**src/rtl/adc_trig_pkg.sv**
```systemverilog
package adc_trig_pkg;
  localparam logic [1:0] ADDR_CTRL  = 2'd0;
  localparam logic [1:0] ADDR_MODE  = 2'd1;
  localparam logic [1:0] ADDR_COUNT = 2'd2;
  localparam logic [7:0] DISARM_CODE = 8'h78;

  // control bit positions at ADDR_CTRL
  localparam int BIT_SWTRIG  = 0;
  localparam int BIT_HWEN    = 1;
  localparam int BIT_FREERUN = 2;

  // strobes from control to datapath
  typedef struct packed {
    logic gateOpen;  // effective gate (flag masked by limit)
    logic counted;   // controlled acquisition: starts decrement the counter
    logic reload;    // mode write other than the disarm code
    logic disarm;    // mode write of the disarm code
  } ctlStrobe_t;
endpackage

```
**src/rtl/adc_trig_ctl.sv**
```systemverilog
module adc_trig_ctl
  import adc_trig_pkg::*;
#(
  parameter int DATA_W = 16,
  parameter int CNT_W  = 16
) (
  input  logic              clk,
  input  logic              rstN,
  input  logic              wrEn,
  input  logic [1:0]        wrAddr,
  input  logic [DATA_W-1:0] wrData,
  input  logic              trigRise,
  input  logic              limitIn,
  output ctlStrobe_t        strb,
  output logic [CNT_W-1:0]  loadVal
);
  logic hwEnQ, freeRunQ, gateQ;
  logic [CNT_W-1:0] countQ;
  logic ctrlWr, modeWr, cntWr, isDisarm;

  assign ctrlWr   = wrEn && (wrAddr == ADDR_CTRL);
  assign modeWr   = wrEn && (wrAddr == ADDR_MODE);
  assign cntWr    = wrEn && (wrAddr == ADDR_COUNT);
  assign isDisarm = (wrData[7:0] == DISARM_CODE);

  always_ff @(posedge clk or negedge rstN) begin
    if (!rstN) begin
      hwEnQ    <= 1'b0;
      freeRunQ <= 1'b0;
      countQ   <= '0;
    end else begin
      if (ctrlWr) begin
        hwEnQ    <= wrData[BIT_HWEN];
        freeRunQ <= wrData[BIT_FREERUN];
      end
      if (cntWr) countQ <= wrData[CNT_W-1:0];
    end
  end

  // gate flag: limit forces low, software clear next, then the set sources
  always_ff @(posedge clk or negedge rstN) begin
    if (!rstN)                              gateQ <= 1'b0;
    else if (limitIn)                       gateQ <= 1'b0;
    else if (ctrlWr && !wrData[BIT_SWTRIG]) gateQ <= 1'b0;
    else if (ctrlWr && wrData[BIT_SWTRIG])  gateQ <= 1'b1;
    else if (trigRise && hwEnQ)             gateQ <= 1'b1;
  end

  always_comb begin
    strb.gateOpen = gateQ && !limitIn;
    strb.counted  = !freeRunQ;
    strb.reload   = modeWr && !isDisarm;
    strb.disarm   = modeWr && isDisarm;
  end
  assign loadVal = countQ;

  // a high limit closes the gate flag by the next cycle
  a_r3_limit_closes_gate: assert property (@(posedge clk) disable iff (!rstN)
    limitIn |=> !gateQ);
  // a software clear write closes the gate flag
  a_r4_sw_clear: assert property (@(posedge clk) disable iff (!rstN)
    (ctrlWr && !wrData[BIT_SWTRIG]) |=> !gateQ);
endmodule

```
**src/rtl/adc_trig_dp.sv**
```systemverilog
module adc_trig_dp
  import adc_trig_pkg::*;
#(
  parameter int CNT_W       = 16,
  parameter int SYNC_STAGES = 2
) (
  input  logic             clk,
  input  logic             rstN,
  input  logic             pacerIn,
  input  logic             convInN,
  input  logic             trigIn,
  input  ctlStrobe_t       strb,
  input  logic [CNT_W-1:0] loadVal,
  output logic             trigRise,
  output logic             limitOut,
  output logic             convStart
);
  localparam int NSRC = 3;
  localparam logic [NSRC-1:0] IDLE = 3'b011; // trig low, convert inputs high

  logic [NSRC-1:0] rawIn, fallV, riseV;
  logic [CNT_W-1:0] cntQ;
  logic startNext;

  assign rawIn = {trigIn, convInN, pacerIn};

  for (genvar g = 0; g < NSRC; g++) begin : g_sync
    logic [SYNC_STAGES-1:0] chain;
    logic prevQ;
    always_ff @(posedge clk or negedge rstN) begin
      if (!rstN) begin
        chain <= {SYNC_STAGES{IDLE[g]}};
        prevQ <= IDLE[g];
      end else begin
        chain <= {chain[SYNC_STAGES-2:0], rawIn[g]};
        prevQ <= chain[SYNC_STAGES-1];
      end
    end
    assign fallV[g] = prevQ && !chain[SYNC_STAGES-1];
    assign riseV[g] = !prevQ && chain[SYNC_STAGES-1];
  end

  assign trigRise  = riseV[2];
  assign startNext = strb.gateOpen && (fallV[0] || fallV[1]);

  always_ff @(posedge clk or negedge rstN) begin
    if (!rstN) convStart <= 1'b0;
    else       convStart <= startNext;
  end

  always_ff @(posedge clk or negedge rstN) begin
    if (!rstN) begin
      limitOut <= 1'b1;
      cntQ     <= '0;
    end else if (strb.disarm) begin
      limitOut <= 1'b1;
    end else if (strb.reload) begin
      limitOut <= 1'b0;
      cntQ     <= loadVal;
    end else if (startNext && strb.counted) begin
      if (cntQ <= CNT_W'(1)) begin
        limitOut <= 1'b1;
        cntQ     <= '0;
      end else begin
        cntQ <= cntQ - CNT_W'(1);
      end
    end
  end

  // a start is only issued after a cycle with the gate open
  a_r2_start_needs_gate: assert property (@(posedge clk) disable iff (!rstN)
    convStart |-> $past(strb.gateOpen));
  // disarm code raises the limit, other mode codes lower it
  a_r8_disarm_raises: assert property (@(posedge clk) disable iff (!rstN)
    strb.disarm |=> limitOut);
  a_r8_reload_lowers: assert property (@(posedge clk) disable iff (!rstN)
    strb.reload |=> !limitOut);
  // in free-run mode the limit never rises by itself
  a_r7_freerun_holds: assert property (@(posedge clk) disable iff (!rstN)
    (!strb.counted && !strb.disarm && !limitOut) |=> !limitOut);
endmodule

```
**src/rtl/adc_trig_gate.sv**
```systemverilog
module adc_trig_gate
  import adc_trig_pkg::*;
#(
  parameter int DATA_W      = 16,
  parameter int CNT_W       = 16,
  parameter int SYNC_STAGES = 2
) (
  input  logic              clk,
  input  logic              rstN,
  input  logic              wrEn,
  input  logic [1:0]        wrAddr,
  input  logic [DATA_W-1:0] wrData,
  input  logic              pacerIn,
  input  logic              convInN,
  input  logic              trigIn,
  output logic              convStart,
  output logic              gateOpen,
  output logic              limitOut
);
  ctlStrobe_t strb;
  logic [CNT_W-1:0] loadVal;
  logic trigRise;

  adc_trig_ctl #(.DATA_W(DATA_W), .CNT_W(CNT_W)) uCtl (
    .clk(clk), .rstN(rstN), .wrEn(wrEn), .wrAddr(wrAddr), .wrData(wrData),
    .trigRise(trigRise), .limitIn(limitOut), .strb(strb), .loadVal(loadVal)
  );

  adc_trig_dp #(.CNT_W(CNT_W), .SYNC_STAGES(SYNC_STAGES)) uDp (
    .clk(clk), .rstN(rstN), .pacerIn(pacerIn), .convInN(convInN),
    .trigIn(trigIn), .strb(strb), .loadVal(loadVal), .trigRise(trigRise),
    .limitOut(limitOut), .convStart(convStart)
  );

  assign gateOpen = strb.gateOpen;
endmodule

```
**config.mk**
```make
export PLATFORM = sky130hd
export DESIGN_NAME = adc_trig_gate
export DESIGN_NICKNAME = d
export VERILOG_FILES = /design/src/rtl/adc_trig_pkg.sv /design/src/rtl/adc_trig_ctl.sv /design/src/rtl/adc_trig_dp.sv /design/src/rtl/adc_trig_gate.sv
export SDC_FILE = /design/constraint.sdc
export NUM_CORES = 1
export LEC_CHECK = 0
export ABC_AREA = 1
export CORE_MARGIN = 5
export CORE_UTILIZATION = 45
export CTS_CLUSTER_SIZE = 20
export DETAILED_ROUTE_END_ITERATION = 10
export GPL_ROUTABILITY_DRIVEN = 0
export PLACE_DENSITY_LB_ADDON = 0.1
export SLEW_MARGIN = 20
export SYNTH_ARGS = -nofsm -noshare
export SYNTH_HDL_FRONTEND = slang
export SYNTH_SLANG_ARGS = --single-unit
```
**constraint.sdc**
```tcl
create_clock -name clk -period 1.5 [get_ports clk]
set_clock_uncertainty 0.15 [all_clocks]
set_input_delay 0.225 -clock clk [delete_from_list [all_inputs] [get_ports clk]]
set_output_delay 0.225 -clock clk [all_outputs]
set_load 0.1 [all_outputs]
```
* Word level (Yosys, flattened, before mapping)
Cells that the tools add are included.
Word-level totals: flip-flop bits (word level) 46, word-level logic and storage cells 59, bits of input ports 24, output and inout bits 3
Cells by class: eq/ne operators 3, bitwise operators 1, order comparisons 1, reduce and logical (&&, ||, !) cells 29, multiplexer cells 11, $add $sub $neg 1
Operators with widths (count):
- two-way mux 16 bit | 3
- <= comparator 16 x 1 -> 1 bit (second input constant) | 1
- subtractor 16 x 1 -> 16 bit (second input constant) | 1
- logical AND 1 bit | 14
- == test 8 x 7 -> 1 bit (second input constant) | 1
- two-way mux 1 bit | 8
- logical NOT 1 bit | 7
- nonzero test 3 bit | 2
- AND reduction 2 bit | 2
- nonzero test 4 bit | 1
- == test 2 x 1 -> 1 bit (second input constant) | 1
- == test 2 bit (second input constant) | 1
- logical NOT 2 bit | 1
- nonzero test 2 bit | 1
- logical OR 1 bit | 1
- NOT 1 bit | 1

* Longest topological paths before layout
depth after elaboration 8, depth in mapped cells 11, depth with buffers taken out 11

* By module
A second synthesis with hierarchy kept.
Second synthesis, totals: cells, all modules 324, area total of the unflattened synthesis 2577.5 sq um
By module, submodules not included:
- adc_trig_dp | area each 1679.1 sq um, cells each 225, instances 1
- adc_trig_ctl | area each 898.4 sq um, cells each 99, instances 1

* Worst setup path after synthesis
OpenSTA, ideal clock, no wires.
path kind register -> register, start reg uDp.limitOut, end reg uDp.cntQ[14], clock period less this slack 2.094 ns, arrival 1.828 ns, required time 1.233 ns, library setup time 0.117 ns, setup slack -0.594 ns, stages on the path, launching flop included 8, buffers on the path 1, path through dfstp_2 > nor2_4 > nand4_4 > buf_6 > nand3_2 > nand2_1 > inv_1 > nand2_1
On the way: word-level cells in the longest chain between the ends 6
RTL lines:
- from (decl) | RTL line adc_trig_dp.sv:15 | output logic limitOut,
- from (signal assigned) | RTL line adc_trig_dp.sv:53 | limitOut <= 1'b1;
- from (signal assigned) | RTL line adc_trig_dp.sv:56 | limitOut <= 1'b1;
- from (signal assigned) | RTL line adc_trig_dp.sv:58 | limitOut <= 1'b0;
- logical NOT 1 bit | RTL line adc_trig_ctl.sv:50 | strb.gateOpen = gateQ && !limitIn;
- logical AND 1 bit | RTL line adc_trig_ctl.sv:50
- via gateOpen | RTL line adc_trig_gate.sv:17 | output logic gateOpen,
- logical AND 1 bit | RTL line adc_trig_dp.sv:44 | assign startNext = strb.gateOpen && (fallV[0] || fallV[1]);
- logical AND 1 bit | RTL line adc_trig_dp.sv:60 | end else if (startNext && strb.counted) begin
- nonzero test 2 bit (no source line)
- AND reduction 2 bit (no source line)
- to (signal assigned) | RTL line adc_trig_dp.sv:59 | cntQ <= loadVal;
- to (signal assigned) | RTL line adc_trig_dp.sv:65 | cntQ <= cntQ - CNT_W'(1);
- to (decl) | RTL line adc_trig_dp.sv:22 | logic [CNT_W-1:0] cntQ;
The timed path passes the listed nets, and every way through them passes these cells. A chain may end at the register's enable or synchronous reset.

* Worst setup path in the final report
start reg uDp.limitOut, end out gateOpen
On the way: word-level cells in the longest chain between the ends 2
RTL lines (RTL line):
- logical NOT 1 bit | adc_trig_ctl.sv:50
- logical AND 1 bit | adc_trig_ctl.sv:50
- to (decl) | adc_trig_gate.sv:17
Every way passes these cells.

==> flow_summary.json <==
{
  "vias": 2041,
  "final_cell_mix": "nand2_1, buf_4, dfrtp_1, nand3_1, inv_1",
  "placed_cell_area_mm2": 0.00315,
  "crit_path_end": "gateOpen",
  "synth_edf_count": 0,
  "routedWlPerCell_um": 12.3,
  "io_pins": 27,
  "wl_um": 5420,
  "final_area_mm2": 0.00345,
  "die-area_mm2": 0.00712,
  "worst_pin_slew_ns": 0.305,
  "setup_viol": 19,
  "slew_headroom_pct": 79.7,
  "rsz0062_at_grt": "yes",
  "pwr_density_cell_mw_per_mm2": 1430,
  "final_common_cell": "nand2_1",
  "worstHoldStart": "convInN",
  "synth_warnings": 0,
  "synth_top_family_by_area": "simple AND/OR/NAND/NOR gates",
  "cts_made_buffers": 5,
  "grt_max_degree": 35,
  "synth_seq_cells": 46,
  "reg2regPathDepth": 11,
  "cp_cell_sequence": "nor2_4, buf_6, buf_12",
  "track_usage_pct": 16.5,
  "async_flop_share_pct": 100,
  "multi_input_area_mm2": 0.00120,
  "cts-htree-levels": 2,
  "syn_inst": 290,
  "yosys.area_share.simple_pct": 34.3,
  "synth_xor_area_share_pct": 2.11,
  "max_freq_mhz": 613,
  "switchingPower_uw": 1800,
  "power_leakage_uw": 0.00167,
  "hold_path.class": "input port to flip-flop",
  "seq_power_share_pct": 36.8,
  "required_ns": 1.12,
  "period_share_pct": 109,
  "cp-start-kind": "flip-flop",
  "syn-cell-area_mm2": 0.00249,
  "criticalPathCategory": "flip-flop to output pin",
  "antenna_found_initial": 0,
  "p_int_uw": 3130,
  "crit_start": "uDp.limitOut$_DFFE_PN1P_",
  "r2r_slack_ns": -0.11,
  "synth_area_per_cell_um2": 8.59,
  "worstPathArrival_ns": 1.26,
  "grt_pass1_wl_um": 9510,
  "end_kind": "output pin",
  "maxCapViolCount": 0,
  "dp_slack_ns": -0.305,
  "cts_tree": "yes",
  "start_util_pct": 45.8,
  "p_sw_share_pct": 36.5,
  "layout_setup_ws_ns": -0.130,
  "io_buffer_count": 26,
  "drtIter0Drc": 86,
  "violations": "setup timing",
  "detail_route.first_pass.iterations": 5,
  "ys_seq_area_share_pct": 46.6,
  "die_x_um": 84.4,
  "overflow": 0,
  "synth-compound-area-share_pct": 2.71,
  "cts_root_buf": "clkbuf_8",
  "drive_above_1_share_pct": 33.9,
  "worst-path-stages": 3,
  "fin_setup_tns_ns": -1.55,
  "grt_pass1_vias": 2078,
  "route.detailed.drc": 0,
  "ant_nets": 0,
  "cts.sinks": 46,
  "path_buf_inv": 2,
  "period_minus_slack_ns": 1.63,
  "final_nets": 394,
  "dp_hpwl_um": 4050,
  "clock_latency_ns": 0.30,
  "vdd_drop_max_mv": 0.677,
  "synth_fp_nets": 316,
  "die-height_um": 84.4,
  "final-hold-violation-count": 0,
  "yosys.area_share.adder_pct": 1.00,
  "status": "finished with violations",
  "critPathMaxStageDelay_ns": 0.65,
  "r2r_end": "uDp.cntQ[1]$_DFFE_PN0P_",
  "core_area_mm2": 0.00544,
  "pwr-share-comb_pct": 44.1,
  "viasPerCell": 4.63,
  "crit_family": "flip-flops",
  "r2r-start": "uDp.cntQ[0]$_DFFE_PN0P_",
  "muxShareOfSynthArea_pct": 5.42,
  "crit_slowest_cell": "dfstp_4",
  "nFillCells": 475,
  "area_growth_pct": 38.6,
  "fp-row-count": 27,
  "antenna_cells": 0,
  "seqCellArea_mm2": 0.00116,
  "clkPwrFrac_pct": 19.1,
  "drv_slew": 0,
  "ys.flop_type": "dfrtp_1",
  "ys_types": 33,
  "critPathMaxFanout": 2,
  "path_clk_slew_ns": 0.08,
  "clockBufferDepth": 2
}
## state kept, by name, summed over array words and instances (netlist names)
signal            count
uCtl.loadVal         16
uDp.cntQ             16
uDp.g_sync.chain      6
uDp.g_sync.prevQ      3
uCtl.freeRunQ         1
uCtl.gateQ            1
uCtl.hwEnQ            1
uDp.convStart         1
uDp.limitOut          1
## worst min-delay path by stage
stage | end | cells after the start
floorplan | uCtl.freeRunQ$_DFFE_PN0P_ | 0
global placement | uDp.g_sync[2].chain[0]$_DFF_PN0_ | 1
detailed placement | uDp.g_sync[2].chain[0]$_DFF_PN0_ | 1
CTS | uDp.g_sync[1].chain[0]$_DFF_PN1_ | 1
global route | uDp.g_sync[0].chain[0]$_DFF_PN1_ | 1
finish | uDp.g_sync[1].chain[0]$_DFF_PN1_ | 1
## timing repair
item	CTS	global route
endpoints found under the hold margin	46	0
hold buffers	1	0
gates resized for setup	15	7
setup endpoints to repair	19	19
buffers inserted	9	3
pin swaps	15	3
## Yosys cell counts (2+ instances only)
| master | n | area share, % |
|---|---|---|
| mux2_2 | 12 | 5.4 |
| o21ai_0 | 7 | 1.4 |
| dfstp_2 | 7 | 7.4 |
| inv_1 | 32 | 4.8 |
| nand2_8 | 2 | 1.6 |
| nand3_1 | 34 | 6.8 |
| nand4_1 | 3 | 0.75 |
| inv_2 | 3 | 0.45 |
| nand2_1 | 84 | 13 |
| xor2_1 | 5 | 1.8 |
| nand3b_1 | 3 | 0.90 |
| ha_1 | 2 | 1.0 |
| buf_6 | 2 | 0.90 |
| nand3_2 | 4 | 1.6 |
| dfrtp_1 | 39 | 39 |
| nor2_4 | 2 | 0.90 |
| nor2_1 | 21 | 3.2 |
| buf_2 | 2 | 0.40 |
| nand2_2 | 3 | 0.75 |
| nor2_2 | 10 | 2.5 |
## worst register-to-register path: stages (launching register included)
cell and delay, ns:
dfrtp_1 0.42, inv_2 0.09, ha_4 0.16, inv_4 0.04
nand2_2 0.05, nand2_2 0.05, nor2_2 0.12, nand2_4 0.10
nand2_8 0.13, nor2_8 0.06, nand2_1 0.07, nand3_1 0.07
## cells by family after synthesis
kind of cell    after synthesis
flops                        46
compound gates               10
buf+inv                      43
fa+ha+maj                     2
simple gates                171
mux                          12
xor+xnor                      6
## metal layers
metal	vias up	track usage, %	wire length (um)
li1	1068	-	-
met1	939	23.3	2680
met2	27	25.7	2490
met3	7	3.24	188
met4	0	5.18	76
met5	-	0	0
## through the flow
step           util (%)  hold slack [ns]  instances  total power (uW)
6_report           63.5            0.178        441              4940
2_1_floorplan         -           -0.221        290              2940
4_1_cts            62.6            0.169        438              4850
5_1_grt            63.5            0.176        441              5320
3_5_place_dp       57.9          -0.0189        420              3760
3_3_place_gp       57.9          -0.0180        420              3730
## power groups by stage
stage / Clock [uW] / Sequential [uW] / Combinational (uW)
final: 944 / 1820 / 2180
after global routing: 1030 / 1850 / 2440
after CTS: 973 / 1800 / 2080
after detailed placement: 0 / 1820 / 1940
after global placement: 0 / 1810 / 1920
after floorplan: 0 / 1830 / 1120
## layout make-up
cell class,count,share of cell area (%)
Clock buffer,7,2.50
Clock inverter,1,0.870
Inverter,38,4.46
Multi-Input combinational cell,201,34.9
Sequential cell,46,33.7
Tap cell,72,2.61
Timing Repair Buffer,76,21.0
Note: power is estimated with default switching activity, not from simulation.
